$ cat src/rtl/feeder_pkg.sv
package feeder_pkg;
    typedef enum logic {
        ST_PRIME = 1'b0,
        ST_SERVE = 1'b1
    } feed_state_t;
endpackage

$ cat src/rtl/feeder_store.sv
module feeder_store #(
    parameter int ROWS       = 2,
    parameter int DATA_W     = 8,
    parameter int VEC        = 2,
    parameter int BANK_WORDS = 8,
    parameter int AW         = 3,
    parameter int BW         = 1
) (
    input  logic                   clk,
    input  logic                   rd_side,
    input  logic                   wr_en,
    input  logic [BW-1:0]          wr_bank,
    input  logic [AW-1:0]          wr_ptr,
    input  logic [VEC*DATA_W-1:0]  wr_data,
    input  logic [ROWS*AW-1:0]     rd_addr,
    output logic [ROWS*DATA_W-1:0] rd_data
);
    logic [DATA_W-1:0] side0 [ROWS][BANK_WORDS];
    logic [DATA_W-1:0] side1 [ROWS][BANK_WORDS];

    // Writes land on the side that is not being read.
    always_ff @(posedge clk) begin
        if (wr_en) begin
            for (int l = 0; l < VEC; l++) begin
                if (rd_side) begin
                    side0[wr_bank][wr_ptr + AW'(l)] <= wr_data[l*DATA_W +: DATA_W];
                end else begin
                    side1[wr_bank][wr_ptr + AW'(l)] <= wr_data[l*DATA_W +: DATA_W];
                end
            end
        end
    end

    for (genvar r = 0; r < ROWS; r++) begin : g_rd
        logic [AW-1:0] a;
        assign a = rd_addr[r*AW +: AW];
        assign rd_data[r*DATA_W +: DATA_W] = rd_side ? side1[r][a] : side0[r][a];
    end
endmodule

$ cat src/rtl/feeder_fill_seq.sv
module feeder_fill_seq #(
    parameter int ROWS   = 2,
    parameter int VEC    = 2,
    parameter int STRIPE = 2,
    parameter int QUOTA  = 8,
    parameter int AW     = 3,
    parameter int BW     = 1,
    parameter int CW     = 4
) (
    input  logic          clk,
    input  logic          rst_n,
    input  logic          swap,
    input  logic          ld_valid,
    output logic          ld_ready,
    output logic          wr_en,
    output logic [BW-1:0] wr_bank,
    output logic [AW-1:0] wr_ptr,
    output logic          quota_met
);
    logic [CW-1:0] wcount_q;
    logic [AW-1:0] ptr_q [ROWS];

    assign quota_met = (wcount_q == CW'(QUOTA));
    assign ld_ready  = !quota_met;
    assign wr_en     = ld_valid && ld_ready;
    assign wr_bank   = BW'((int'(wcount_q) / STRIPE) % ROWS);
    assign wr_ptr    = ptr_q[wr_bank];

    always_ff @(posedge clk) begin
        if (!rst_n || swap) begin
            wcount_q <= '0;
            for (int b = 0; b < ROWS; b++) ptr_q[b] <= '0;
        end else if (wr_en) begin
            wcount_q         <= wcount_q + 1'b1;
            ptr_q[wr_bank]   <= ptr_q[wr_bank] + AW'(VEC);
        end
    end

    assert_quota_cap_R6: assert property (@(posedge clk) disable iff (!rst_n)
        wcount_q <= CW'(QUOTA));
    assert_beat_count_R5: assert property (@(posedge clk) disable iff (!rst_n)
        wr_en |=> wcount_q == $past(wcount_q) + 1'b1);
endmodule

$ cat src/rtl/feeder_burst_port.sv
module feeder_burst_port #(
    parameter int ROWS      = 2,
    parameter int REQ_W     = 4,
    parameter int BURST_LEN = 4,
    parameter int AW        = 3
) (
    input  logic             clk,
    input  logic             rst_n,
    input  logic             serving,
    input  logic             swap,
    input  logic             rq_valid,
    output logic             rq_ready,
    input  logic [REQ_W-1:0] rq_addr,
    output logic             rs_valid,
    input  logic             rs_ready,
    output logic [AW-1:0]    rd_addr
);
    localparam int LW = $clog2(BURST_LEN + 1);

    logic          busy_q;
    logic [AW-1:0] base_q;
    logic [LW-1:0] len_q;
    logic          rq_fire, rs_fire, last;

    assign rq_ready = serving && !busy_q && !swap;
    assign rs_valid = busy_q && !swap;
    assign rq_fire  = rq_valid && rq_ready;
    assign rs_fire  = rs_valid && rs_ready;
    assign last     = (len_q == LW'(BURST_LEN - 1));
    assign rd_addr  = base_q + AW'(len_q);

    always_ff @(posedge clk) begin
        if (!rst_n || swap) begin
            busy_q <= 1'b0;
            base_q <= '0;
            len_q  <= '0;
        end else if (rq_fire) begin
            busy_q <= 1'b1;
            base_q <= AW'((int'(rq_addr) / ROWS) * BURST_LEN);
            len_q  <= '0;
        end else if (rs_fire) begin
            len_q <= len_q + 1'b1;
            if (last) busy_q <= 1'b0;
        end
    end

    assert_busy_blocks_R2: assert property (@(posedge clk) disable iff (!rst_n)
        rq_fire |=> !rq_ready);
    assert_burst_end_R4: assert property (@(posedge clk) disable iff (!rst_n)
        (rs_fire && last) |=> !rs_valid);
    assert_swap_drops_R10: assert property (@(posedge clk) disable iff (!rst_n)
        swap |=> !rs_valid);
endmodule

$ cat src/rtl/feeder_swap_ctl.sv
module feeder_swap_ctl
    import feeder_pkg::*;
#(
    parameter int ROWS = 2
) (
    input  logic            clk,
    input  logic            rst_n,
    input  logic            quota_met,
    input  logic [ROWS-1:0] dn_valid,
    output logic [ROWS-1:0] dn_ready,
    output logic [ROWS-1:0] ack,
    output logic            swap,
    output logic            serving,
    output logic            rd_side
);
    feed_state_t     state_q, state_d;
    logic [ROWS-1:0] done_q;
    logic            acked_q;
    logic            all_done;

    assign all_done = &done_q;

    // Transition logic: T_FIRST_SWAP and T_SWAP.
    always_comb begin
        state_d = state_q;
        swap    = 1'b0;
        unique case (state_q)
            ST_PRIME: begin
                if (quota_met) begin
                    swap    = 1'b1;
                    state_d = ST_SERVE;
                end
            end
            ST_SERVE: begin
                if (quota_met && all_done) swap = 1'b1;
            end
        endcase
    end

    // State register.
    always_ff @(posedge clk) begin
        if (!rst_n) state_q <= ST_PRIME;
        else        state_q <= state_d;
    end

    // Outputs.
    always_comb begin
        serving  = (state_q == ST_SERVE);
        dn_ready = serving ? ~done_q : '0;
        ack      = (serving && all_done && !acked_q) ? '1 : '0;
    end

    always_ff @(posedge clk) begin
        if (!rst_n) begin
            rd_side <= 1'b0;
            done_q  <= '0;
            acked_q <= 1'b0;
        end else if (swap) begin
            rd_side <= !rd_side;
            done_q  <= '0;
            acked_q <= 1'b0;
        end else begin
            done_q <= done_q | (dn_valid & dn_ready);
            if (ack[0]) acked_q <= 1'b1;
        end
    end

    assert_side_flip_R1: assert property (@(posedge clk) disable iff (!rst_n)
        swap |=> rd_side != $past(rd_side));
    assert_swap_clears_R8: assert property (@(posedge clk) disable iff (!rst_n)
        swap |=> dn_ready == '1);
    assert_ack_once_R7: assert property (@(posedge clk) disable iff (!rst_n)
        (ack != '0) |=> ack == '0);
endmodule

$ cat src/rtl/pingpong_tile_feeder.sv
module pingpong_tile_feeder #(
    parameter int ROWS   = 2,
    parameter int DATA_W = 8,
    parameter int VEC    = 2,
    parameter int STRIPE = 2,
    parameter int QUOTA  = 8,
    parameter int REQ_W  = 4
) (
    input  logic                   clk,
    input  logic                   rst_n,
    input  logic                   ld_valid,
    output logic                   ld_ready,
    input  logic [VEC*DATA_W-1:0]  ld_data,
    input  logic [ROWS-1:0]        rq_valid,
    output logic [ROWS-1:0]        rq_ready,
    input  logic [ROWS*REQ_W-1:0]  rq_addr,
    output logic [ROWS-1:0]        rs_valid,
    input  logic [ROWS-1:0]        rs_ready,
    output logic [ROWS*DATA_W-1:0] rs_data,
    input  logic [ROWS-1:0]        dn_valid,
    output logic [ROWS-1:0]        dn_ready,
    output logic [ROWS-1:0]        ack
);
    localparam int BURST_LEN  = STRIPE * VEC;
    localparam int BANK_WORDS = (QUOTA * VEC) / ROWS;
    localparam int AW         = (BANK_WORDS > 1) ? $clog2(BANK_WORDS) : 1;
    localparam int BW         = (ROWS > 1) ? $clog2(ROWS) : 1;
    localparam int CW         = $clog2(QUOTA + 1);

    logic               swap, serving, rd_side, quota_met, wr_en;
    logic [BW-1:0]      wr_bank;
    logic [AW-1:0]      wr_ptr;
    logic [ROWS*AW-1:0] rd_addr;

    feeder_swap_ctl #(.ROWS(ROWS)) u_ctl (
        .clk(clk), .rst_n(rst_n), .quota_met(quota_met),
        .dn_valid(dn_valid), .dn_ready(dn_ready), .ack(ack),
        .swap(swap), .serving(serving), .rd_side(rd_side)
    );

    feeder_fill_seq #(
        .ROWS(ROWS), .VEC(VEC), .STRIPE(STRIPE), .QUOTA(QUOTA),
        .AW(AW), .BW(BW), .CW(CW)
    ) u_fill (
        .clk(clk), .rst_n(rst_n), .swap(swap),
        .ld_valid(ld_valid), .ld_ready(ld_ready),
        .wr_en(wr_en), .wr_bank(wr_bank), .wr_ptr(wr_ptr),
        .quota_met(quota_met)
    );

    feeder_store #(
        .ROWS(ROWS), .DATA_W(DATA_W), .VEC(VEC),
        .BANK_WORDS(BANK_WORDS), .AW(AW), .BW(BW)
    ) u_store (
        .clk(clk), .rd_side(rd_side), .wr_en(wr_en), .wr_bank(wr_bank),
        .wr_ptr(wr_ptr), .wr_data(ld_data), .rd_addr(rd_addr), .rd_data(rs_data)
    );

    for (genvar p = 0; p < ROWS; p++) begin : g_port
        feeder_burst_port #(
            .ROWS(ROWS), .REQ_W(REQ_W), .BURST_LEN(BURST_LEN), .AW(AW)
        ) u_port (
            .clk(clk), .rst_n(rst_n), .serving(serving), .swap(swap),
            .rq_valid(rq_valid[p]), .rq_ready(rq_ready[p]),
            .rq_addr(rq_addr[p*REQ_W +: REQ_W]),
            .rs_valid(rs_valid[p]), .rs_ready(rs_ready[p]),
            .rd_addr(rd_addr[p*AW +: AW])
        );
    end

    assert_prime_silent_R9: assert property (@(posedge clk) disable iff (!rst_n)
        !serving |-> (rs_valid == '0 && rq_ready == '0));
endmodule

$ cat config.mk
export PLATFORM = sky130hd
export DESIGN_NAME = pingpong_tile_feeder
export DESIGN_NICKNAME = d
export VERILOG_FILES = /design/src/rtl/feeder_pkg.sv /design/src/rtl/feeder_store.sv /design/src/rtl/feeder_fill_seq.sv /design/src/rtl/feeder_burst_port.sv /design/src/rtl/feeder_swap_ctl.sv /design/src/rtl/pingpong_tile_feeder.sv
export SDC_FILE = /design/constraint.sdc
export NUM_CORES = 1
export LEC_CHECK = 0
export CAP_MARGIN = 5
export CELL_PAD_IN_SITES_DETAIL_PLACEMENT = 1
export CELL_PAD_IN_SITES_GLOBAL_PLACEMENT = 1
export CORE_MARGIN = 2
export CORE_UTILIZATION = 40
export CTS_CLUSTER_DIAMETER = 30
export CTS_CLUSTER_SIZE = 12
export DETAILED_ROUTE_END_ITERATION = 7
export DONT_BUFFER_PORTS = 1
export PLACE_DENSITY_LB_ADDON = 0.1
export SLEW_MARGIN = 30
export SYNTH_ARGS = -nofsm -noshare
export SYNTH_HDL_FRONTEND = slang
export SYNTH_SLANG_ARGS = --single-unit
$ cat constraint.sdc
create_clock -name clk -period 3.2 [get_ports clk]
set_input_delay 0 -clock clk [delete_from_list [all_inputs] [get_ports clk]]
set_output_delay 0 -clock clk [all_outputs]
set_load 0.005 [all_outputs]
==> impl_metrics.yaml <==
routing:
  via_per_inst: 5.69
  first_iter_violations: 501
  drc: 0
  ant_nets: 0
  wl_per_cell_um: 30.8
  first_pass_iters: 4
  vias: 7459
  finalWirelength_um: 40400
critical_path:
  crit_path_top_delay_cell: "dlygate4sd3_1"
  arrival_ps: 3310
  critPathMostFrequentCell: "mux2_2"
  crit_chain: "mux2_2 -> ha_1 -> nand2b_1 -> mux2i_4 -> nand2_4 -> mux2_2 -> dlygate4sd3_1"
  cp-start-kind: "flop"
  critPathKind: "flop to flop"
  critPathRequiredTime_ps: 3520
  cp-end-kind: "flop"
  worst-path-max-fanout: 8
  timing.rr.end: "u_store.side1[0][46]"
  reg2reg_depth: 7
  max_stage_delay_ps: 570
  rrSetupSlack_ps: 200
cells_and_area:
  fin_nets: 900
  mostFrequentLayoutCells: "edfxtp_1 (262), mux2_2 (108), mux4_2 (64)"
  layout-drive-gt1-share_pct: 39.8
  area_delta_synth_final_pct: 23.5
  final_common_cell: "edfxtp_1"
die:
  die_h_um: 184
  ios: 58
  fp.dieW_um: 184
  design.die.area_um2: 33900
  core_um2: 31700
  start_util_pct: 40.9
  num_rows: 65
logic_synthesis:
  yosysTopAreaCell: "edfxtp_1"
  synth_nets: 807
  synth_area_leaders: "edfxtp_1 (61%), mux4_2 (11%), mux2_2 (9.4%), dfxtp_1 (3.1%), a22oi_1 (1.9%)"
  syn_inst: 763
  netlist_area_um2: 13000
  synth_seq_area_share_pct: 63.7
  synth.distinct_cells: 39
  synth.avg_cell_area_um2: 17.0
  ys_warn_count: 0
  synth_top_area_share_pct: 60.6
  synth-seq-cells: 282
place:
  hpwl_um: 25800
  port_buffers: 0
  gp_congestion: 0.839
sta:
  tightest_slew_ps: 921
  setup_viol: 0
  fmax_ghz: 0.334
  relSlewSlack_pct: 38.4
  final.setup.tns_ps: 0
  report.final.slew_viol_count: 0
  hold_viol: 0
  fin_crit_ps: 3000
  rsz0062_at_grt: "no"
  hold_slack_ps: 180
  fin_skew_ps: 20.6
  layout_worst_path_cycle_share_pct: 93.6
worst_hold_path:
  hold_path_end: "u_ctl.done_q[0]"
  worstHoldStart: "dn_valid[0]"
  min_path_cells: 3
  holdCritPathClass: "input port to flop"
global_routing:
  grt_pass1_vias: 8085
  track_usage_pct: 24.5
  grt_pass1_wl_um: 57400
  antenna_found_initial: 4
  gr-total-overflow: 0
  grt_max_degree: 22
clock_network:
  clkLatencyLatePin_ps: 580
  cts_htree_levels: 2
  clkSinkCount: 282
  cts_tree: "done"
  cts_buffers: 61
  clk_pin_slew_ps: 50
  root_buffer: "clkbuf_16"
  clockBufferDepth: 3
power_and_ir_drop:
  powerDensity_nw_per_um2: 689
  ir_worst_vdd_v: 0.000427
  cellLeakagePower_nw: 5.47
run:
  maxCapViolCount: 0
outcome:
  status: "completed"
## final cells by class
type,instances,area (um^2)
fill,2979,15700
sequential,282,8270
multi-input combinational,418,4420
clock buffer,70,1580
timing repair buffer,83,733
tap,402,503
clock inverter,43,474
inverter,10,42.5
antenna,2,5.00
## synth_stat cells, drive strengths merged
library cell	instances
dfxtp	20
and3b	1
a21oi	11
nand3	5
nand2b	4
or3	2
a211oi	2
or2	3
o21a	1
ha	11
xnor2	5
nor3	2
o21ai	3
xor2	5
mux4	64
nor2	60
buf	23
inv	10
a21bo	2
nand2	41
mux2i	16
and3	2
edfxtp	262
nand4	3
a22oi	32
mux2	129
nor2b	5
and2	9
clkbuf	30
## what timing repair did
item | 4_1_cts | 5_1_grt
hold buffers | 34 | 0
buffers inserted | 0 | 3
resized for setup | 0 | 1
hold endpoints to repair | 288 | 0
endpoints found under the setup margin | 0 | 4
## worst max-delay path, delay by kind of cell (launching register included)
family | cells | cell delay, ps
adder cells (fa/ha/maj) | 1 | 340
buffers and inverters | 1 | 570
flip-flops | 1 | 470
multiplexers | 3 | 1030
AND/OR/NAND/NOR | 2 | 330
## per-stage QoR
stage | utilization (%) | worst slack, ps | instance area [um^2] | power [mW] | instances
after floorplan | - | 277 | 13000 | 4.62 | 763
after detailed placement | 42.9 | 190 | 13600 | 4.77 | 1158
after global routing | 50.5 | 67.6 | 16000 | 11.3 | 1310
after global placement | 42.9 | 262 | 13600 | 4.74 | 1158
after CTS | 50.4 | 29.0 | 16000 | 11.1 | 1305
final | 50.5 | 204 | 16000 | 11.0 | 1310
## cells by family (layout without fill, tap and decap cells)
logic type      Yosys count  after routing  share of synthesized area (%)
compound gates           51             51                           2.72
xor+xnor                 10             10                          0.675
fa+ha+maj                11             11                           1.06
buf+inv                  63            206                           2.28
flops                   282            282                           63.7
mux                     209            209                           24.5
other cells               0              2                              0
simple gates            137            137                           5.05
## power breakdown
part,switching (mW),internal (mW)
Combinational,0.378,0.253
Clock,1.99,4.23
Sequential,0.0300,4.16
Total,2.40,8.64
## registers in the layout, summed over array words and instances (netlist names), named ones only
| name | count |
|---|---|
| g_port.u_port.len_q | 6 |
| u_ctl.serving | 1 |
| u_fill.ptr_q | 6 |
| u_store.side0 | 128 |
| u_ctl.acked_q | 1 |
| u_ctl.done_q | 2 |
| g_port.u_port.base_q | 2 |
| u_ctl.rd_side | 1 |
| u_fill.wcount_q | 4 |
| u_store.side1 | 128 |
| g_port.u_port.busy_q | 2 |
## how the worst max path moves through the flow
stage                      endpoint  depth (start not counted)  slack, ps
4_1_cts        u_store.side1[0][46]                          7         30
6_report       u_store.side1[0][46]                          7        200
3_3_place_gp   u_store.side1[1][61]                          7        260
5_1_grt        u_store.side1[1][50]                          8         70
3_5_place_dp   u_store.side1[1][49]                          7        190
2_1_floorplan  u_store.side1[1][48]                          7        280
## per-layer routing
layer	GRT usage (%)	wire length, um	vias up
met5	0	27	-
met4	8.80	1160	4
met3	5.53	2280	75
met2	42.7	20500	230
met1	29.9	16400	3946
li1	-	-	3204
Note: power is estimated with default switching activity, not from simulation.
